--- src/rtl/irq_ack_pkg.sv ---
package irq_ack_pkg;

    // Which kind of source currently wins arbitration.
    typedef enum logic [1:0] {
        WIN_NONE = 2'd0,
        WIN_MASK = 2'd1,
        WIN_NMI  = 2'd2
    } win_kind_e;

endpackage

--- src/rtl/irq_nmi_filter.sv ---
// Two-register synchronizer followed by a width qualifier.
module irq_nmi_filter #(
    parameter int QUAL = 4
) (
    input  logic clk,
    input  logic rst_n,
    input  logic pin_i,
    output logic lvl_sync_o,
    output logic filt_o,
    output logic fall_o
);
    localparam int CNT_W = $clog2(QUAL + 1);

    typedef struct packed {
        logic             s1;
        logic             s2;
        logic             filt;
        logic [CNT_W-1:0] cnt;
    } flt_st_t;

    flt_st_t st_d, st_q;
    logic    differ;
    logic    flip;

    always_comb begin
        st_d   = st_q;
        differ = st_q.s2 != st_q.filt;
        flip   = differ && (st_q.cnt == CNT_W'(QUAL - 1));
        st_d.s1 = pin_i;
        st_d.s2 = st_q.s1;
        if (flip) begin
            st_d.filt = st_q.s2;
            st_d.cnt  = '0;
        end else if (differ) begin
            st_d.cnt  = st_q.cnt + CNT_W'(1);
        end else begin
            st_d.cnt  = '0;
        end
    end

    always_ff @(posedge clk or negedge rst_n) begin
        if (!rst_n) begin
            st_q.s1   <= 1'b1;
            st_q.s2   <= 1'b1;
            st_q.filt <= 1'b1;
            st_q.cnt  <= '0;
        end else begin
            st_q <= st_d;
        end
    end

    assign lvl_sync_o = st_q.s2;
    assign filt_o     = st_q.filt;
    // Qualified high-to-low transition, taking effect at this edge.
    assign fall_o     = flip && !st_q.s2;

endmodule

--- src/rtl/irq_src_bank.sv ---
// Pending flags plus per-source enable and level registers.
module irq_src_bank #(
    parameter int N_SRC  = 8,
    parameter int PRIO_W = 3,
    parameter int IDX_W  = $clog2(N_SRC)
) (
    input  logic                          clk,
    input  logic                          rst_n,
    input  logic [N_SRC-1:0]              req_i,
    input  logic                          cfg_wr_i,
    input  logic [IDX_W-1:0]              cfg_idx_i,
    input  logic                          cfg_en_i,
    input  logic [PRIO_W-1:0]             cfg_lvl_i,
    input  logic                          clr_vld_i,
    input  logic [IDX_W-1:0]              clr_idx_i,
    output logic [N_SRC-1:0]              pend_o,
    output logic [N_SRC-1:0]              elig_o,
    output logic [N_SRC-1:0][PRIO_W-1:0]  lvl_o
);
    typedef struct packed {
        logic [N_SRC-1:0]             pend;
        logic [N_SRC-1:0]             en;
        logic [N_SRC-1:0][PRIO_W-1:0] lvl;
    } bank_st_t;

    bank_st_t         st_d, st_q;
    logic [N_SRC-1:0] clr_mask;

    always_comb begin
        st_d     = st_q;
        clr_mask = '0;
        if (clr_vld_i) begin
            clr_mask = N_SRC'(1) << clr_idx_i;
        end
        // A fresh request in the clearing cycle wins over the clear.
        st_d.pend = (st_q.pend & ~clr_mask) | req_i;
        if (cfg_wr_i && (int'(cfg_idx_i) < N_SRC)) begin
            st_d.en[cfg_idx_i]  = cfg_en_i;
            st_d.lvl[cfg_idx_i] = cfg_lvl_i;
        end
    end

    always_ff @(posedge clk or negedge rst_n) begin
        if (!rst_n) begin
            st_q <= '0;
        end else begin
            st_q <= st_d;
        end
    end

    for (genvar g = 0; g < N_SRC; g++) begin : g_elig
        assign elig_o[g] = st_q.pend[g] & st_q.en[g] & (|st_q.lvl[g]);
    end

    assign pend_o = st_q.pend;
    assign lvl_o  = st_q.lvl;

endmodule

--- src/rtl/irq_prio_pick.sv ---
// Combinational winner search: highest level, lowest number on a tie.
module irq_prio_pick #(
    parameter int N_SRC  = 8,
    parameter int PRIO_W = 3,
    parameter int IDX_W  = $clog2(N_SRC)
) (
    input  logic [N_SRC-1:0]             elig_i,
    input  logic [N_SRC-1:0][PRIO_W-1:0] lvl_i,
    output logic                         vld_o,
    output logic [IDX_W-1:0]             idx_o,
    output logic [PRIO_W-1:0]            lvl_o
);
    always_comb begin
        vld_o = 1'b0;
        idx_o = '0;
        lvl_o = '0;
        for (int i = 0; i < N_SRC; i++) begin
            if (elig_i[i] && (!vld_o || (lvl_i[i] > lvl_o))) begin
                vld_o = 1'b1;
                idx_o = IDX_W'(i);
                lvl_o = lvl_i[i];
            end
        end
    end

endmodule

--- src/rtl/irq_ack_ctrl.sv ---
module irq_ack_ctrl
    import irq_ack_pkg::*;
#(
    parameter int N_SRC          = 8,
    parameter int PRIO_W         = 3,
    parameter int NMI_MARGIN_CYC = 2
) (
    input  logic                         clk,
    input  logic                         rst_n,
    input  logic [N_SRC-1:0]             irq_req_i,
    input  logic                         cfg_wr_i,
    input  logic [$clog2(N_SRC)-1:0]     cfg_idx_i,
    input  logic                         cfg_en_i,
    input  logic [PRIO_W-1:0]            cfg_lvl_i,
    input  logic                         ack_rd_i,
    output logic [$clog2(N_SRC+1)-1:0]   ack_num_o,
    output logic [PRIO_W-1:0]            ack_lvl_o,
    output logic                         ack_none_o,
    output logic                         irq_o,
    input  logic                         retire_i,
    input  logic                         nmi_pin_i,
    output logic                         nmi_lvl_o,
    input  logic                         stop_wr_i,
    input  logic                         stop_wdata_i,
    output logic                         stop_en_o
);
    localparam int IDX_W = $clog2(N_SRC);
    localparam int NUM_W = $clog2(N_SRC + 1);
    localparam int QUAL  = NMI_MARGIN_CYC + 2;

    typedef struct packed {
        logic              gate;
        logic              stop;
        logic              nmi_pend;
        logic [NUM_W-1:0]  ack_num;
        logic [PRIO_W-1:0] ack_lvl;
        logic              ack_none;
    } ctl_st_t;

    ctl_st_t                     st_d, st_q;
    win_kind_e                   win_kind;
    logic                        win_any;
    logic [N_SRC-1:0]            pend_w;
    logic [N_SRC-1:0]            elig_w;
    logic [N_SRC-1:0][PRIO_W-1:0] lvl_w;
    logic                        pick_vld;
    logic [IDX_W-1:0]            pick_idx;
    logic [PRIO_W-1:0]           pick_lvl;
    logic                        nmi_sync;
    logic                        nmi_filt;
    logic                        nmi_fall;
    logic                        clr_vld;

    irq_nmi_filter #(.QUAL(QUAL)) u_nmi (
        .clk        (clk),
        .rst_n      (rst_n),
        .pin_i      (nmi_pin_i),
        .lvl_sync_o (nmi_sync),
        .filt_o     (nmi_filt),
        .fall_o     (nmi_fall)
    );

    irq_src_bank #(.N_SRC(N_SRC), .PRIO_W(PRIO_W), .IDX_W(IDX_W)) u_bank (
        .clk       (clk),
        .rst_n     (rst_n),
        .req_i     (irq_req_i),
        .cfg_wr_i  (cfg_wr_i),
        .cfg_idx_i (cfg_idx_i),
        .cfg_en_i  (cfg_en_i),
        .cfg_lvl_i (cfg_lvl_i),
        .clr_vld_i (clr_vld),
        .clr_idx_i (pick_idx),
        .pend_o    (pend_w),
        .elig_o    (elig_w),
        .lvl_o     (lvl_w)
    );

    irq_prio_pick #(.N_SRC(N_SRC), .PRIO_W(PRIO_W), .IDX_W(IDX_W)) u_pick (
        .elig_i (elig_w),
        .lvl_i  (lvl_w),
        .vld_o  (pick_vld),
        .idx_o  (pick_idx),
        .lvl_o  (pick_lvl)
    );

    always_comb begin
        if (st_q.nmi_pend)  win_kind = WIN_NMI;
        else if (pick_vld)  win_kind = WIN_MASK;
        else                win_kind = WIN_NONE;
        win_any = win_kind != WIN_NONE;
        clr_vld = ack_rd_i && (win_kind == WIN_MASK);
    end

    always_comb begin
        st_d = st_q;
        if (retire_i) begin
            st_d.gate = 1'b1;
        end
        if (ack_rd_i) begin
            unique case (win_kind)
                WIN_NMI: begin
                    st_d.ack_num  = NUM_W'(N_SRC);
                    st_d.ack_lvl  = '1;
                    st_d.ack_none = 1'b0;
                    st_d.nmi_pend = 1'b0;
                end
                WIN_MASK: begin
                    st_d.ack_num  = NUM_W'(pick_idx);
                    st_d.ack_lvl  = pick_lvl;
                    st_d.ack_none = 1'b0;
                end
                default: begin
                    st_d.ack_num  = '0;
                    st_d.ack_lvl  = '0;
                    st_d.ack_none = 1'b1;
                end
            endcase
        end
        if (nmi_fall) begin
            st_d.nmi_pend = 1'b1;
        end
        if (!nmi_sync) begin
            st_d.stop = 1'b0;
        end else if (stop_wr_i) begin
            st_d.stop = stop_wdata_i;
        end
    end

    always_ff @(posedge clk or negedge rst_n) begin
        if (!rst_n) begin
            st_q          <= '0;
            st_q.ack_none <= 1'b1;
        end else begin
            st_q <= st_d;
        end
    end

    assign irq_o      = st_q.gate && win_any;
    assign ack_num_o  = st_q.ack_num;
    assign ack_lvl_o  = st_q.ack_lvl;
    assign ack_none_o = st_q.ack_none;
    assign nmi_lvl_o  = nmi_sync;
    assign stop_en_o  = st_q.stop;

endmodule

--- config.mk ---
export PLATFORM = sky130hd
export DESIGN_NAME = irq_ack_ctrl
export DESIGN_NICKNAME = d
export VERILOG_FILES = /design/src/rtl/irq_ack_pkg.sv /design/src/rtl/irq_nmi_filter.sv /design/src/rtl/irq_src_bank.sv /design/src/rtl/irq_prio_pick.sv /design/src/rtl/irq_ack_ctrl.sv
export SDC_FILE = /design/constraint.sdc
export NUM_CORES = 1
export LEC_CHECK = 0
export BUFFER_PORTS_ARGS = -buffer_cell sky130_fd_sc_hd__buf_2
export CAP_MARGIN = 30
export CORE_MARGIN = 1.5
export CORE_UTILIZATION = 49
export CTS_CLUSTER_DIAMETER = 50
export CTS_CLUSTER_SIZE = 24
export DETAILED_ROUTE_END_ITERATION = 10
export PLACE_DENSITY = 0.72
export SLEW_MARGIN = 20
export SYNTH_ARGS = -nofsm -noshare
export SYNTH_HDL_FRONTEND = slang
export SYNTH_HIERARCHICAL = 1
export SYNTH_SLANG_ARGS = --single-unit
--- constraint.sdc ---
create_clock -name clk -period 18.4 [get_ports clk]
set_clock_uncertainty 0.05 [all_clocks]
set_input_delay 1.84 -clock clk [delete_from_list [all_inputs] [get_ports clk]]
set_output_delay 1.84 -clock clk [all_outputs]
set_load 0.02 [all_outputs]
==> results.sh, run 1 <==
export IMPL_drc=0
export IMPL_n_antenna_cell=0
export IMPL_clock_latency_ns=0.33
export IMPL_setup_viol=0
export IMPL_min_period_over_period_pct=58.1
export IMPL_drt_antenna_violating_nets=0
export IMPL_drtIter0Drc=214
export IMPL_critPathMaxStageDelay_ns=0.51
export IMPL_hold_end="u_nmi/lvl_sync_o"
export IMPL_slew_headroom_pct=53.0
export IMPL_htreeDepth=3
export IMPL_period_needed_ns=10.70
export IMPL_clockBufferDepth=2
export IMPL_vias=2782
export IMPL_cpMostUsedCell="ha_1"
export IMPL_r2r_start="u_bank/lvl_o[1]"
export IMPL_status="completed"
export IMPL_r2r_slack_ns=7.70
export IMPL_cts_made_buffers=9
export IMPL_cp_arrival_ns=10.86
export IMPL_grt_pass1_wl_um=12800
export IMPL_cp_max_fo=12
export IMPL_cpMaxStageDelayCell="or4b_1"
export IMPL_area_growth_pct=7.21
export IMPL_syn_nets=390
export IMPL_core_um2=7330
export IMPL_grt_max_degree=58
export IMPL_avgSynthCellArea_um2=10.9
export IMPL_tns_ns=0
export IMPL_fmax_mhz=93.5
export IMPL_dieArea_um2=8180
export IMPL_clk_pin_slew_ns=0.06
export IMPL_syn_area_um2=3750
export IMPL_firstDrtPassIters=5
export IMPL_r2r_end="u_bank/pend_o[0]"
export IMPL_cts_setup_buffers=0
export IMPL_min_from="u_nmi/st_d[4]"
export IMPL_die_h_um=90.5
export IMPL_worst_setup_path_start_kind="flip-flop"
export IMPL_start_util_pct=51.1
export IMPL_synthCells=344
export IMPL_gp_congestion=0.908
export IMPL_cts_tree="yes"
export IMPL_dpl_instance_area_um2=3780
export IMPL_path_class="reg2reg"
export IMPL_rows=31
export IMPL_ctsResizeCount=0
export IMPL_crit_path_end_kind="flip-flop"
export IMPL_worst_slew_pin_transition_ns=0.705
export IMPL_cts_hold_repair_buffers=0
export IMPL_grt_overflow=0
export IMPL_grt_use_total_pct=19.8
export IMPL_stdcell_area_um2=4020
export IMPL_layout_nets=400
export IMPL_port_buffers=33
export IMPL_holdPathStages=0
export IMPL_ff2ff_path_depth=46
export IMPL_pin_count=34
export IMPL_dp_hpwl_um=5710
export IMPL_slew_violations=0
export IMPL_root_buffer="clkbuf_8"
export IMPL_viasPerCell=6.07
export IMPL_drv_cap=0
export IMPL_clock_sinks=57
export IMPL_hold_path_class="reg2reg"
export IMPL_grt_pass1_vias=2600
export IMPL_drive_above_1_share_pct=32.0
export IMPL_worst_ep_required_time_ns=18.57
export IMPL_finalWirelength_um=7800
export IMPL_ys_warn_count=6
export IMPL_finalHoldViolations=0
export IMPL_die_w_um=90.5
export IMPL_rsz0062_at_grt="no"
export IMPL_antenna_found_initial=0
export IMPL_routedWlPerCell_um=17.0
## cell type report
class / instances / area (um^2)
fill: 604 / 3310
multi-input combinational: 239 / 2000
sequential: 57 / 1430
timing repair buffer: 36 / 188
clock buffer: 14 / 173
tap: 99 / 124
clock inverter: 2 / 60.1
inverter: 11 / 41.3
## metal layers
metal / wire length [um] / track usage [%] / up-vias / part of all wire [%]
li1: - / - / 1290 / -
met1: 3680 / 28.1 / 1371 / 47
met2: 3570 / 30.4 / 106 / 46
met3: 452 / 4.29 / 15 / 5.8
met4: 99 / 5.56 / 0 / 1.3
met5: 0 / 0 / - / 0
## how the worst max path moves through the flow
stage	from	to	slack [ns]	depth (start not counted)
2_1_floorplan	u_bank/lvl_o[1]	u_bank/pend_o[0]	8.72	47
3_3_place_gp	u_bank/lvl_o[1]	u_bank/pend_o[0]	8.10	46
3_5_place_dp	u_bank/lvl_o[1]	u_bank/pend_o[0]	7.87	46
4_1_cts	u_bank/lvl_o[1]	u_bank/pend_o[0]	7.81	46
5_1_grt	u_bank/lvl_o[1]	u_bank/pend_o[0]	7.11	45
6_report	u_bank/lvl_o[1]	u_bank/pend_o[0]	7.70	46
## per-stage QoR
step                util [%]  setup slack, ns  instances  hold WS [ns]
CTS                     54.8             7.81        458         0.314
global placement        51.6             8.10        442         0.297
floorplan                  -             8.72        344         0.295
detailed placement      51.6             7.87        442         0.301
global route            54.8             7.11        458         0.317
finish                  54.8             7.70        458         0.310
## flip-flops by register name (all words and copies together), names as in the netlist
name and count:
u_nmi/filt_o 1, u_nmi/lvl_sync_o 1, u_bank/pend_o 8, ack_lvl_o 3
ack_num_o 4, u_nmi/st_q 3, u_nmi/st_d 1, stop_en_o 1
ack_none_o 1, u_bank/st_q 8, st_q 2, u_bank/lvl_o 24
## placed cells by master, fill, tap and decap left out, types with 2 or more instances in the layout
cell type  instances
nor2b_1            5
a21oi_1           19
o311a_1            9
nor2_1            20
inv_1             11
o211ai_1           3
bufinv_16          2
o2bb2ai_1          3
a21o_1            12
a32oi_1            3
buf_4              3
nand4bb_1          3
or2_1              2
ha_1              23
dfstp_2            4
clkbuf_1           2
and4bb_4           3
mux2_2            35
nor3b_2            2
a31oi_1            3
dfrtp_1           53
clkbuf_8          12
a221oi_1           2
nand2b_1           4
nor3_1             3
o21ai_0            2
nand4b_1           6
o21a_1             4
nand3_1            7
o22ai_1            5
or2_2              2
nor3_2             2
o32ai_4            2
nand4_1            2
buf_2             33
nand2_1           17
o21ai_1            4
## critical path, delay by kind of cell, from the launching register on
family | cells | cell delay, ns
AOI/OAI and AO/OA | 24 | 5.38
adders and majority gates | 7 | 1.96
buffers and inverters | 2 | 0.42
DFF | 1 | 0.39
muxes | 1 | 0.40
and+or+nand+nor | 12 | 1.99
Power of run 1 is left out: the tool's default activity adds up to more than one toggle a clock period on the data nets, which glitch-free logic cannot reach.
==> inputs of run 2 (changes only) <==
--- a/config.mk
+++ b/config.mk
@@ -12,7 +12,7 @@
 export CTS_CLUSTER_DIAMETER = 50
 export CTS_CLUSTER_SIZE = 24
 export DETAILED_ROUTE_END_ITERATION = 10
-export PLACE_DENSITY = 0.72
+export PLACE_DENSITY = 0.74
 export SLEW_MARGIN = 20
 export SYNTH_ARGS = -nofsm -noshare
 export SYNTH_HDL_FRONTEND = slang
==> constraint.sdc (replaced) <==
create_clock -name clk -period 9.65 [get_ports clk]
set_clock_uncertainty 0.05 [all_clocks]
set_input_delay 0.965 -clock clk [delete_from_list [all_inputs] [get_ports clk]]
set_output_delay 0.965 -clock clk [all_outputs]
set_load 0.02 [all_outputs]
==> results.sh, run 2 (same netlist as run 1, synthesis figures left out) <==
export IMPL_gr_usage_met2_pct=38.4
export IMPL_path_class="reg2reg"
export IMPL_cp_arrival_ns=9.68
export IMPL_slew_violations=0
export IMPL_r2r_slack_ns=0.13
export IMPL_finalWirelength_um=9450
export IMPL_cpMostUsedCell="ha_4"
export IMPL_busiest_layer="met2"
export IMPL_start_util_pct=51.1
export IMPL_gp_congestion=0.891
export IMPL_worst_setup_path_start_kind="flip-flop"
export IMPL_grtUsageMet1_pct=28.7
export IMPL_cts_tree="yes"
export IMPL_cts_made_buffers=9
export IMPL_crit_path_end_kind="flip-flop"
export IMPL_port_buffers=33
export IMPL_slew_headroom_pct=52.2
export IMPL_die_w_um=90.5
export IMPL_viasPerCell=6.01
export IMPL_routedWlPerCell_um=18.8
export IMPL_dp_hpwl_um=5980
export IMPL_antenna_found_initial=0
export IMPL_holdPathStages=0
export IMPL_register_area_um2=1430
export IMPL_grt_max_degree=58
export IMPL_hold_end="u_nmi/lvl_sync_o"
export IMPL_met3_usage_pct=5.05
export IMPL_layout_nets=445
export IMPL_drv_cap=0
export IMPL_htreeDepth=3
export IMPL_largest_reg_flops=24
export IMPL_cpMaxStageDelayCell="or4b_4"
export IMPL_drt_antenna_violating_nets=0
export IMPL_critPathMaxStageDelay_ns=0.56
export IMPL_drc=0
export IMPL_grt_overflow=0
export IMPL_fin_cells=503
export IMPL_firstDrtPassIters=4
export IMPL_root_buffer="clkbuf_8"
export IMPL_grt_pass1_vias=3019
export IMPL_r2r_end="u_bank/pend_o[0]"
export IMPL_worst_slew_pin_transition_ns=0.717
export IMPL_core_um2=7330
export IMPL_dp_cells=457
export IMPL_fmax_mhz=105
export IMPL_grt_pass1_wl_um=14800
export IMPL_cp_max_fo=5
export IMPL_min_period_over_period_pct=98.6
export IMPL_pin_count=34
export IMPL_rows=31
export IMPL_final_common_cell="dfrtp_1"
export IMPL_die_h_um=90.5
export IMPL_period_needed_ns=9.52
export IMPL_area_growth_pct=27.2
export IMPL_setup_viol=0
export IMPL_grt_use_total_pct=22.9
export IMPL_hold_path_class="reg2reg"
export IMPL_min_from="u_nmi/st_d[4]"
export IMPL_rsz0062_at_grt="yes"
export IMPL_status="completed"
export IMPL_dieArea_um2=8180
export IMPL_multi_input_area_um2=2420
export IMPL_clk_pin_slew_ns=0.06
export IMPL_r2r_start="u_bank/lvl_o[1]"
export IMPL_finalHoldViolations=0
export IMPL_vias=3022
export IMPL_drtIter0Drc=185
export IMPL_drive_above_1_share_pct=54.2
export IMPL_worst_ep_required_time_ns=9.82
export IMPL_clock_latency_ns=0.33
export IMPL_final_cell_mix="dfrtp_1 (53), buf_4 (41), mux2_2 (34), buf_2 (33), nor2_1 (16)"
export IMPL_clock_sinks=57
export IMPL_fillers=542
export IMPL_n_antenna_cell=0
export IMPL_clockBufferDepth=2
export IMPL_ff2ff_path_depth=47
run 2: changes by cell type in the layout (fill, tap and decap cells not counted), moves of 7 or more:
cell     delta
a21oi_2     +9
a21oi_1    -12
buf_6       +7
ha_4        +8
buf_4      +38
ha_1        -8
run 2: worst max-delay path, delay by kind of cell (launching register included):
kind            cells  cell delay [ns]
flops               1             0.41
buf+inv             4             0.51
compound gates     24             4.55
fa+ha+maj           7             1.87
mux                 1             0.32
simple gates       11             1.68
run 2: routing by layer:
layer	vias to the layer above	wire length, um
met5	-	0
li1	1377	-
met1	1553	4060
met3	14	431
met2	78	4780
met4	0	178
run 2: what timing repair did:
item | in CTS | in global routing
endpoints found under the setup margin | 12 | 14
pin swaps | 17 | 52
hold buffers | 0 | 0
gates cloned | 0 | 0
buffers inserted | 15 | 15
resized for setup | 16 | 68
run 2: layout make-up:
type / count / share of cell area, %
flip-flops and latches: 57 / 30.0
clock inverters: 5 / 1.15
multi-input cells: 239 / 50.8
clock buffers: 11 / 2.97
repair buffers: 81 / 11.6
well taps: 99 / 2.60
inverters: 11 / 0.866
run 2: per-stage QoR:
| step | TNS (ns) | hold slack [ns] | instance area, um^2 | util (%) | setup WS [ns] |
|---|---|---|---|---|---|
| 3_3_place_gp | -0.570 | 0.298 | 3910 | 53.3 | -0.286 |
| 2_1_floorplan | 0 | 0.295 | 3760 | - | 0.0258 |
| 3_5_place_dp | -2.03 | 0.299 | 3910 | 53.3 | -0.465 |
| 6_report | 0 | 0.310 | 4770 | 65.0 | 0.133 |
| 4_1_cts | 0 | 0.309 | 4320 | 59.0 | 0.00801 |
| 5_1_grt | -1.57 | 0.314 | 4770 | 65.0 | -0.277 |
run 2: how the worst max path moves through the flow:
stage,startpoint,endpoint,slack [ns],cells after the start
final,u_bank/lvl_o[1],u_bank/pend_o[0],0.13,47
after global routing,u_bank/lvl_o[1],u_bank/pend_o[0],-0.28,49
after CTS,u_bank/lvl_o[2],u_bank/pend_o[0],0.008,45
after detailed placement,u_bank/lvl_o[1],u_bank/pend_o[0],-0.46,45
after global placement,u_bank/lvl_o[1],u_bank/pend_o[0],-0.29,45
after floorplan,u_bank/lvl_o[1],u_bank/pend_o[0],0.03,47
Power of run 2 is left out for the same reason.
